File: config.mk
export PLATFORM = sky130hd
export DESIGN_NAME = tx_pulse_seq
export DESIGN_NICKNAME = d
export VERILOG_FILES = /design/src/rtl/txp_pkg.sv /design/src/rtl/txp_regs.sv /design/src/rtl/txp_ctrl.sv /design/src/rtl/txp_chan.sv /design/src/rtl/tx_pulse_seq.sv
export SDC_FILE = /design/constraint.sdc
export NUM_CORES = 2
export LEC_CHECK = 0
export ABC_AREA = 1
export BUFFER_PORTS_ARGS = -buffer_cell sky130_fd_sc_hd__buf_2
export CAP_MARGIN = 20
export CORE_AREA = 2 2 304 306
export CTS_CLUSTER_DIAMETER = 80
export DETAILED_ROUTE_END_ITERATION = 8
export DIE_AREA = 0 0 306 308
export HOLD_SLACK_MARGIN = 0.12
export MAX_ROUTING_LAYER = met4
export PLACE_DENSITY = 0.79
export SLEW_MARGIN = 20
export SYNTH_ARGS = -nofsm -noshare
export SYNTH_HDL_FRONTEND = slang
export SYNTH_SLANG_ARGS = --single-unit
File: constraint.sdc
create_clock -name clk -period 10.1 [get_ports clk]
set_input_delay 2.02 -clock clk [delete_from_list [all_inputs] [get_ports clk]]
set_output_delay 2.02 -clock clk [all_outputs]
set_load 0.02 [all_outputs]
File: src/rtl/txp_pkg.sv
`timescale 1ns/1ps
package txp_pkg;
  localparam int DLY_W  = 10;
  localparam int WID_W  = 8;
  localparam int DATA_W = 16;
  localparam int T_W    = ((DLY_W > WID_W + 1) ? DLY_W : WID_W + 1) + 1;

  typedef enum logic [1:0] {PH_CLAMP, PH_DEAD, PH_POS, PH_NEG} phase_e;

  // end of last dead unit of a channel's sequence
  function automatic logic [T_W-1:0] seq_end(input logic [DLY_W-1:0] d,
                                             input logic [WID_W-1:0] w);
    return T_W'(d) + T_W'(w) + T_W'(w) + T_W'(2);
  endfunction

  function automatic phase_e phase_at(input logic [T_W-1:0] t,
                                      input logic [DLY_W-1:0] d,
                                      input logic [WID_W-1:0] w);
    logic [T_W-1:0] s_pos, s_gap, s_neg, s_end;
    s_pos = T_W'(d) + T_W'(1);
    s_gap = s_pos + T_W'(w);
    s_neg = s_gap + T_W'(1);
    s_end = seq_end(d, w);
    if (w == '0)              return PH_CLAMP;
    else if (t < T_W'(d))     return PH_CLAMP;
    else if (t < s_pos)       return PH_DEAD;
    else if (t < s_gap)       return PH_POS;
    else if (t < s_neg)       return PH_DEAD;
    else if (t < s_end)       return PH_NEG;
    else if (t == s_end)      return PH_DEAD;
    else                      return PH_CLAMP;
  endfunction

  function automatic logic seq_done(input logic [T_W-1:0] t,
                                    input logic [DLY_W-1:0] d,
                                    input logic [WID_W-1:0] w);
    return (w == '0) || (t >= seq_end(d, w));
  endfunction
endpackage

File: src/rtl/txp_regs.sv
`timescale 1ns/1ps
module txp_regs
  import txp_pkg::*;
#(
  parameter int N_CH   = 16,
  parameter int ADDR_W = $clog2(N_CH) + 2
) (
  input  logic                            clk,
  input  logic                            rst_n,
  input  logic                            cs,
  input  logic [ADDR_W-1:0]               addr,
  input  logic [DATA_W-1:0]               wdata,
  input  logic                            load,
  output logic [N_CH-1:0][DLY_W-1:0]      act_d,
  output logic [N_CH-1:0][WID_W-1:0]      act_w,
  output logic                            act_hv
);
  localparam int CH_W = $clog2(N_CH);

  logic [N_CH-1:0][DLY_W-1:0] shd_d;
  logic [N_CH-1:0][WID_W-1:0] shd_w;
  logic                       shd_hv;
  logic                       hit_d, hit_w, hit_hv;
  logic [CH_W-1:0]            ch_sel;
  logic                       unused_hi;

  assign hit_hv    = cs &&  addr[ADDR_W-1];
  assign hit_w     = cs && !addr[ADDR_W-1] &&  addr[ADDR_W-2];
  assign hit_d     = cs && !addr[ADDR_W-1] && !addr[ADDR_W-2];
  assign ch_sel    = addr[CH_W-1:0];
  assign unused_hi = ^wdata[DATA_W-1:DLY_W];

  for (genvar i = 0; i < N_CH; i++) begin : g_shadow
    always_ff @(posedge clk or negedge rst_n) begin
      if (!rst_n) begin
        shd_d[i] <= '0;
        shd_w[i] <= '0;
      end else begin
        if (hit_d && ch_sel == CH_W'(i)) shd_d[i] <= wdata[DLY_W-1:0];
        if (hit_w && ch_sel == CH_W'(i)) shd_w[i] <= wdata[WID_W-1:0];
      end
    end
  end

  always_ff @(posedge clk or negedge rst_n) begin
    if (!rst_n) begin
      shd_hv <= 1'b0;
      act_d  <= '0;
      act_w  <= '0;
      act_hv <= 1'b0;
    end else begin
      if (hit_hv) shd_hv <= wdata[0];
      if (load) begin
        act_d  <= shd_d;
        act_w  <= shd_w;
        act_hv <= shd_hv;
      end
    end
  end

  AST_ACTIVE_HELD: assert property (@(posedge clk) disable iff (!rst_n)
    !load |=> ($stable(act_d) && $stable(act_w) && $stable(act_hv)));
endmodule

File: src/rtl/txp_ctrl.sv
`timescale 1ns/1ps
module txp_ctrl
  import txp_pkg::*;
(
  input  logic           clk,
  input  logic           rst_n,
  input  logic           fire,
  input  logic           all_done,
  output logic           busy,
  output logic           load,
  output logic [T_W-1:0] t
);
  assign load = fire && !busy;

  always_ff @(posedge clk or negedge rst_n) begin
    if (!rst_n) begin
      busy <= 1'b0;
      t    <= '0;
    end else if (load) begin
      busy <= 1'b1;
      t    <= '0;
    end else if (busy) begin
      if (all_done) busy <= 1'b0;
      else          t    <= t + T_W'(1);
    end
  end

  AST_BUSY_START: assert property (@(posedge clk) disable iff (!rst_n)
    $rose(busy) |-> ($past(fire) && t == '0));
  AST_FIRE_IGNORED: assert property (@(posedge clk) disable iff (!rst_n)
    (busy && fire && !all_done) |=> (busy && t == $past(t) + T_W'(1)));
  AST_BUSY_END: assert property (@(posedge clk) disable iff (!rst_n)
    (busy && all_done && !fire) |=> !busy);
endmodule

File: src/rtl/txp_chan.sv
`timescale 1ns/1ps
module txp_chan
  import txp_pkg::*;
(
  input  logic             clk,
  input  logic             rst_n,
  input  logic             busy,
  input  logic [T_W-1:0]   t,
  input  logic [DLY_W-1:0] d,
  input  logic [WID_W-1:0] w,
  output logic             pos,
  output logic             neg,
  output logic             clamp,
  output logic             done
);
  phase_e ph;

  assign ph    = busy ? phase_at(t, d, w) : PH_CLAMP;
  assign pos   = (ph == PH_POS);
  assign neg   = (ph == PH_NEG);
  assign clamp = (ph == PH_CLAMP);
  assign done  = seq_done(t, d, w);

  AST_DEAD_BEFORE_NEG: assert property (@(posedge clk) disable iff (!rst_n)
    neg |-> (!$past(pos) && !$past(clamp)));
  AST_DEAD_BEFORE_POS: assert property (@(posedge clk) disable iff (!rst_n)
    pos |-> (!$past(neg) && !$past(clamp)));
  AST_DEAD_BEFORE_CLAMP: assert property (@(posedge clk) disable iff (!rst_n)
    clamp |-> (!$past(pos) && !$past(neg)));
  AST_ZERO_WIDTH: assert property (@(posedge clk) disable iff (!rst_n)
    (w == '0) |-> (clamp && !pos && !neg));
  AST_IDLE_CLAMP: assert property (@(posedge clk) disable iff (!rst_n)
    !busy |-> (clamp && !pos && !neg));
endmodule

File: src/rtl/tx_pulse_seq.sv
`timescale 1ns/1ps
module tx_pulse_seq
  import txp_pkg::*;
#(
  parameter int N_CH   = 16,
  parameter int ADDR_W = $clog2(N_CH) + 2
) (
  input  logic              clk,
  input  logic              rst_n,
  input  logic              cs,
  input  logic [ADDR_W-1:0] addr,
  input  logic [DATA_W-1:0] wdata,
  input  logic              fire,
  output logic              busy,
  output logic              hv_sel,
  output logic [N_CH-1:0]   tx_pos,
  output logic [N_CH-1:0]   tx_neg,
  output logic [N_CH-1:0]   tx_clamp
);
  logic [N_CH-1:0][DLY_W-1:0] act_d;
  logic [N_CH-1:0][WID_W-1:0] act_w;
  logic [N_CH-1:0]            ch_done;
  logic                       all_done;
  logic                       load;
  logic [T_W-1:0]             t;

  assign all_done = &ch_done;

  txp_regs #(.N_CH(N_CH), .ADDR_W(ADDR_W)) u_regs (
    .clk(clk), .rst_n(rst_n), .cs(cs), .addr(addr), .wdata(wdata),
    .load(load), .act_d(act_d), .act_w(act_w), .act_hv(hv_sel)
  );

  txp_ctrl u_ctrl (
    .clk(clk), .rst_n(rst_n), .fire(fire), .all_done(all_done),
    .busy(busy), .load(load), .t(t)
  );

  for (genvar i = 0; i < N_CH; i++) begin : g_chan
    txp_chan u_chan (
      .clk(clk), .rst_n(rst_n), .busy(busy), .t(t),
      .d(act_d[i]), .w(act_w[i]),
      .pos(tx_pos[i]), .neg(tx_neg[i]), .clamp(tx_clamp[i]),
      .done(ch_done[i])
    );
  end

  AST_HV_HELD: assert property (@(posedge clk) disable iff (!rst_n)
    busy |=> $stable(hv_sel));
  AST_DRIVE_NEEDS_BUSY: assert property (@(posedge clk) disable iff (!rst_n)
    (|(tx_pos | tx_neg)) |-> busy);
endmodule

; ---- Yosys cells after proc, flatten, opt, wreduce, memory -nomap -nowiden
; Index checks and enable logic that the tools add are counted.
[totals]
ramBits = 0
inputBits = 26
output_inout_bits = 50
latch_bits = 0
regBits = 590
elab_cells = 551
rom_bits = 0
memories = 0
[classes]
n_addsub = 97
order_cmp = 96
n_mux = 134
n_shift = 0
reduce_logical = 92
eq_ne = 64
bitwise_logic = 0
mul = 0
div_mod_pow = 0
[ops]
columns = cell, n
row1 = less-than comparator 11 bit, 64
row2 = adder 11 x 8 -> 11 bit, 32
row3 = two-way mux 2 bit, 112
row4 = adder 11 x 1 -> 11 bit (second input constant), 17
row5 = adder 10 x 1 -> 11 bit (second input constant), 16
row6 = adder 10 x 8 -> 11 bit, 16
row7 = adder 11 x 2 -> 11 bit (second input constant), 16
row8 = equality test 11 bit, 16
row9 = >= comparator 11 bit, 16
row10 = less-than comparator 11 x 10 -> 1 bit, 16
row11 = zero test 8 bit, 16
row12 = equality test 2 bit (second input constant), 32
row13 = logical AND 1 bit, 37
row14 = two-way mux 11 bit, 3
row15 = equality test 4 bit (second input constant), 8
row16 = zero test 2 bit, 16
row17 = two-way mux 1 bit, 19
row18 = equality test 4 x 3 -> 1 bit (second input constant), 4
row19 = logical OR 1 bit, 16
row20 = AND reduction 16 bit, 1
row21 = equality test 4 x 2 -> 1 bit (second input constant), 2
row22 = equality test 4 x 1 -> 1 bit (second input constant), 1
row23 = zero test 4 bit, 1
row24 = zero test 1 bit, 3
row25 = other kinds (3), 3

; ---- Longest topological paths before layout
[depth]
word_depth = 13
depth_mapped = 31
mapped_depth_nobuf = 30

; ---- Hierarchy
; A second synthesis with hierarchy kept.
[hier_totals]
cells_unflattened = 8627
area_unflattened_um2 = 64276.6
[modules_own_cells]
columns = mod, area_per_inst_um2, cells_each, seq_area_each_um2, n_inst
row1 = txp_chan (g_chan[0].u_chan ...), 2588.7, 416, 0.0, 9
row2 = txp_regs, 22141.2, 1930, 14463.9, 1
row3 = txp_chan (g_chan[15].u_chan ...), 2575.0, 404, 0.0, 4
row4 = txp_chan (g_chan[14].u_chan), 2650.0, 417, 0.0, 1
row5 = txp_chan (g_chan[9].u_chan), 2586.2, 403, 0.0, 1
row6 = txp_chan (g_chan[1].u_chan), 2581.2, 415, 0.0, 1
row7 = txp_ctrl, 663.1, 87, 300.3, 1
row8 = tx_pulse_seq, 56.3, 15, 0.0, 1

; ---- Worst setup path before layout
; No wires, ideal clock.
[synth_path]
path_type = flip-flop to output port
start = reg u_regs.act_d[70] (netlist name)
end = out tx_clamp[7]
path_slack_ps = 4414
t_required_ps = 8080
arrival_time_ps = 3666
stages_incl_launch_ff = 28
path_buffers = 1
path_cell_list = dfrtp_1 ha_1 nand3_1 nor3_2 xor2_1 inv_1 ha_1 a21oi_1 a21boi_0 nand2_1 nand2_1 nand2_1 inv_1 nand4_1 nor2_1 nand3_1 nand2_1 inv_1 ha_1 nand2_1 inv_1 a221oi_1 o211ai_1 nand2_1 nand2_1 nand3b_1 nand2_1 buf_4
[synth_between]
elab_chain_len = 13
word_cells_on_any_way = 21
cone_classes = add/sub (6) / order compare (5) / eq/ne (1) / mux (8) / reduce/logical (1)
[synth_lines]
columns = item, line_no
row1 = from (decl), txp_regs.sv:14  ; output logic [N_CH-1:0][DLY_W-1:0] act_d,
row2 = from (signal assigned), txp_regs.sv:48  ; act_d <= '0;
row3 = from (signal assigned), txp_regs.sv:54  ; act_d <= shd_d;
row4 = branches (longest 9 deep; another with adder 10 x 8 -> 11 bit), -
row5 = two-way mux 2 bit *, txp_pkg.sv:25  ; else if (t < T_W'(d)) return PH_CLAMP;
row6 = two-way mux 2 bit *, txp_pkg.sv:24  ; if (w == '0) return PH_CLAMP;
row7 = two-way mux 2 bit *, txp_chan.sv:18  ; assign ph = busy ? phase_at(t, d, w) : PH_CLAMP;
row8 = zero test 2 bit *, txp_chan.sv:21  ; assign clamp = (ph == PH_CLAMP);
row9 = to (decl), tx_pulse_seq.sv:18  ; output logic [N_CH-1:0] tx_clamp
; Mark *: on every way between the ends.

; ---- Worst setup path in the final report
[layout_path]
start = reg u_regs.act_d[132] (netlist name)
end = out tx_clamp[13]
; Same word-level chain as after synthesis.

==> run summary <==
The destination of the worst register-to-register timing path was u_ctrl.t[4]$_DFFE_PN0P_. The instance count of the mapped netlist is 7659, and the final-report setup violation count is 0. For this run, the top clock speed supported by timing is 137 MHz.

The synthesis-stage register bit count was 590. In this run the cell area measured after placement is 60100 um2. Setup repair after global routing left no endpoint under its margin. In this run the core area contains 111 standard-cell rows. The most used flip-flop cell after synthesis is sky130_fd_sc_hd__dfrtp_1. On the final layout, the worst clock skew is 27.7 ps. At the worst endpoint, the arrival time is 5290 ps. The tools report the worst slew margin relative to its limit as 0.218.

After clock tree synthesis, the flow added hold-fix buffers numbering 0. After synthesis the cells add up to 58800 um2. The startpoint identified for the worst register-to-register timing path is u_regs.act_w[65]$_DFFE_PN0P_.

The run gives 67 as the number of clock buffers inserted by TritonCTS. For the number of DRC violations after detailed-routing iteration 0, the log shows 3686. The flow ran to the end, and the final reports show no timing, DRC or antenna violations. The total number of vias came out at 51900. The number of distinct library cells after synthesis is 46, and the total DRC errors in the routed layout is 0. The number of buffers added for setup after CTS came out at 0. Summing all non-filler instances in the final layout gives an area of 62500 um2. The filler cells instantiated in the layout total 7484.

Summed over all layers, the routed wires come to 153000 um. In this run the register-to-register setup slack is 4730 ps. The area growth from synthesis to final layout is 6.18%. The core region is 91000 um2. Sorting the synthesized cells by area gives the leading types as sky130_fd_sc_hd__ha_1, sky130_fd_sc_hd__dfrtp_1, sky130_fd_sc_hd__nand2_1, sky130_fd_sc_hd__a21oi_1, sky130_fd_sc_hd__inv_1. The net count after synthesis is 8950, and the horizontal die dimension is 306 um. The clock drives 590 sinks. The H-tree was split into 3 levels. 76 I/O pins were placed. The worst hold path terminates at u_regs.shd_w[33]$_DFFE_PN0P_.

Entering global routing, the biggest net connects 193 pins. The portion of the post-synthesis area used by sequential elements was 0.251. The final worst-path cycle share works out to 0.723. After layout, the worst setup slack is 2790 ps. The number of cells traversed by the worst hold path is 2.

Routed length per placed instance: 17.3 um. The tools report the buffer depth of the longest clock path as 3. The path class of the tightest hold or removal check is reg -> reg. For the worst-skew pair, the clock arrives at the later sink with an insertion delay of 620 ps. STA puts the critical path data required time at 8080 ps.

The first detailed-routing pass took 8 iterations. The tools report the number of global-route vias before repair as 50000. TritonCTS built the clock tree.

Once the clock tree was built, the resizer swapped 0 gates to a different size. Max-cap violations in this run came to 0. The tools report the final worst hold slack as 478 ps. During synthesis, Yosys emitted a total of 0 warnings. After routing, the total negative slack on setup checks comes to 0 ps. Critical path class: reg -> out. The final net count was 8934. The tools report the leftover overflow at the end of global routing as 0. The multi-input combinational cells in the finished layout cover a total of 39800 um2. The run gives 94200 um2 as the die footprint. Kind of end point of the critical path: an output pin.

From bottom edge to top edge, the die measures 308 um. Clock-pin slew was measured on the worst setup and hold paths at 60 ps. The ratio of cells with drive above 1 in the final layout works out to 0.0494.

The transition at the pin with the smallest max-transition slack was 1170 ps. The HPWL after detailed placement is 108000 um. The first global-routing pass estimated 251000 um of wire. The run gives 0.337 as the overall fraction of global-route tracks in use. By count the netlist is led by sky130_fd_sc_hd__nand2_1, sky130_fd_sc_hd__ha_1, sky130_fd_sc_hd__inv_1. The top-area cell type share of the netlist area came out at 0.262. The congestion estimate from routability-driven global placement came to 0.919. The number of enable-type register cells in the synthesized netlist was 0.

The initial antenna violation count came out at 7. For the starting density of the core, the log shows 0.647. The synthesized area divided by synthesized cell count works out to 7.68 um2.

The worst setup path is launched from a flop. The post-synthesis async set-or-reset flop share was 1.00. The number of vias per cell came out at 5.84. In this run the remaining antenna-violating nets after routing total 0. Of all cell types, the one taking the most synthesized area is sky130_fd_sc_hd__ha_1. The most repeated cell in the gate-level netlist after synthesis is sky130_fd_sc_hd__nand2_1. The max-slew violation count is 0.

The worst hold path startpoint was u_regs.shd_w[33]$_DFFE_PN0P_. The cell sitting at the root of the clock tree is a sky130_fd_sc_hd__clkbuf_16. Combined flip-flop and latch cell area: 14800 um2. For the post-placement worst setup slack, the log shows 3510 ps. The worst-case reg-to-reg path depth came out at 22. The count of input and output buffers was 69. The worst path in the final design needs a cycle of 7310 ps, including I/O delays and setup. The largest fanout on the critical path was 5; the hold violation count in the final report was 0.
-- routing by layer --
metal,GRT usage,vias to the layer above,routed length [um]
li1,-,25700,-
met1,0.427,24300,66200
met2,0.556,1460,71600
met3,0.0390,410,9710
met4,0.128,0,5910
met5,-,-,0
-- area by class of cell --
type | instances | area share
clock buffers | 91 | 0.0314
flip-flops and latches | 590 | 0.237
diodes | 8 | 0.000320
clock inverters | 27 | 0.00547
well taps | 1186 | 0.0238
inverters | 915 | 0.0550
multi-input cells | 5965 | 0.636
repair buffers | 104 | 0.0107
-- how the worst max path moves through the flow --
stage / from / end / slack [ps]
4_1_cts: u_regs.act_d[132]$_DFFE_PN0P_ / tx_clamp[13] / 2850
2_1_floorplan: u_regs.act_d[70]$_DFFE_PN0P_ / tx_clamp[7] / 4410
3_3_place_gp: u_regs.act_d[134]$_DFFE_PN0P_ / tx_clamp[13] / 3650
3_5_place_dp: u_regs.act_d[134]$_DFFE_PN0P_ / tx_clamp[13] / 3510
6_report: u_regs.act_d[132]$_DFFE_PN0P_ / tx_clamp[13] / 2790
5_1_grt: u_regs.act_d[152]$_DFFE_PN0P_ / tx_clamp[15] / 2460
-- metrics by stage --
stage	cells	utilization
after floorplan	7659	-
after global placement	8759	0.661
after detailed placement	8759	0.661
after CTS	8877	0.686
after global routing	8878	0.686
final	8886	0.687
-- worst max-delay path, cell delays in order (launching register included) --
cell                        delay, ps
sky130_fd_sc_hd__dfrtp_1          420
sky130_fd_sc_hd__inv_1            110
sky130_fd_sc_hd__nor4_2           440
sky130_fd_sc_hd__nand2_1          120
sky130_fd_sc_hd__nor2_1           150
sky130_fd_sc_hd__inv_1             70
sky130_fd_sc_hd__nand2_1          100
sky130_fd_sc_hd__inv_1             50
sky130_fd_sc_hd__ha_1             340
sky130_fd_sc_hd__nand2_1           90
sky130_fd_sc_hd__o211ai_1         290
sky130_fd_sc_hd__xor2_1           290
sky130_fd_sc_hd__nand3_1          170
sky130_fd_sc_hd__nor3_1           240
sky130_fd_sc_hd__nand2_1           80
sky130_fd_sc_hd__nand2_1           60
sky130_fd_sc_hd__nand2_1           50
sky130_fd_sc_hd__ha_1             290
sky130_fd_sc_hd__nand2_1           80
sky130_fd_sc_hd__inv_1             80
sky130_fd_sc_hd__nand4_1          100
sky130_fd_sc_hd__o2111ai_1        140
sky130_fd_sc_hd__nand3_1          110
sky130_fd_sc_hd__nand2_1           90
sky130_fd_sc_hd__nand2_1           70
sky130_fd_sc_hd__o21ai_0          400
sky130_fd_sc_hd__buf_2            250
-- cells by family after synthesis --
family                     after synthesis  synth area share
DFF                                    590             0.251
and+or+nand+nor                       2823             0.199
xor gates and xnor gates               364            0.0553
muxes                                  103            0.0197
adders and majority gates             1265             0.273
AOI/OAI and AO/OA                     1410             0.129
buffers and inverters                 1104            0.0737
-- placed cells by master, fill, tap and decap left out, types with 125 or more instances in the layout --
cell / Yosys / final
sky130_fd_sc_hd__a21oi_1: 715 / 715
sky130_fd_sc_hd__xnor2_1: 125 / 125
sky130_fd_sc_hd__nand2_1: 1602 / 1601
sky130_fd_sc_hd__dfrtp_1: 590 / 578
sky130_fd_sc_hd__o21ai_0: 508 / 508
sky130_fd_sc_hd__nand3_1: 385 / 385
sky130_fd_sc_hd__nor2_1: 620 / 620
sky130_fd_sc_hd__ha_1: 1233 / 1233
sky130_fd_sc_hd__xor2_1: 230 / 230
sky130_fd_sc_hd__inv_1: 914 / 905
-- sequential cells by signal (all words and copies together), names as in the netlist --
signal,flops
u_ctrl.busy,1
u_ctrl.t,11
u_regs.act_d,160
u_regs.act_hv,1
u_regs.act_w,128
u_regs.shd_d,160
u_regs.shd_hv,1
u_regs.shd_w,128
Power is not shown: default switching activity piles up to over one toggle a cycle in this logic, so the estimate is an artifact.
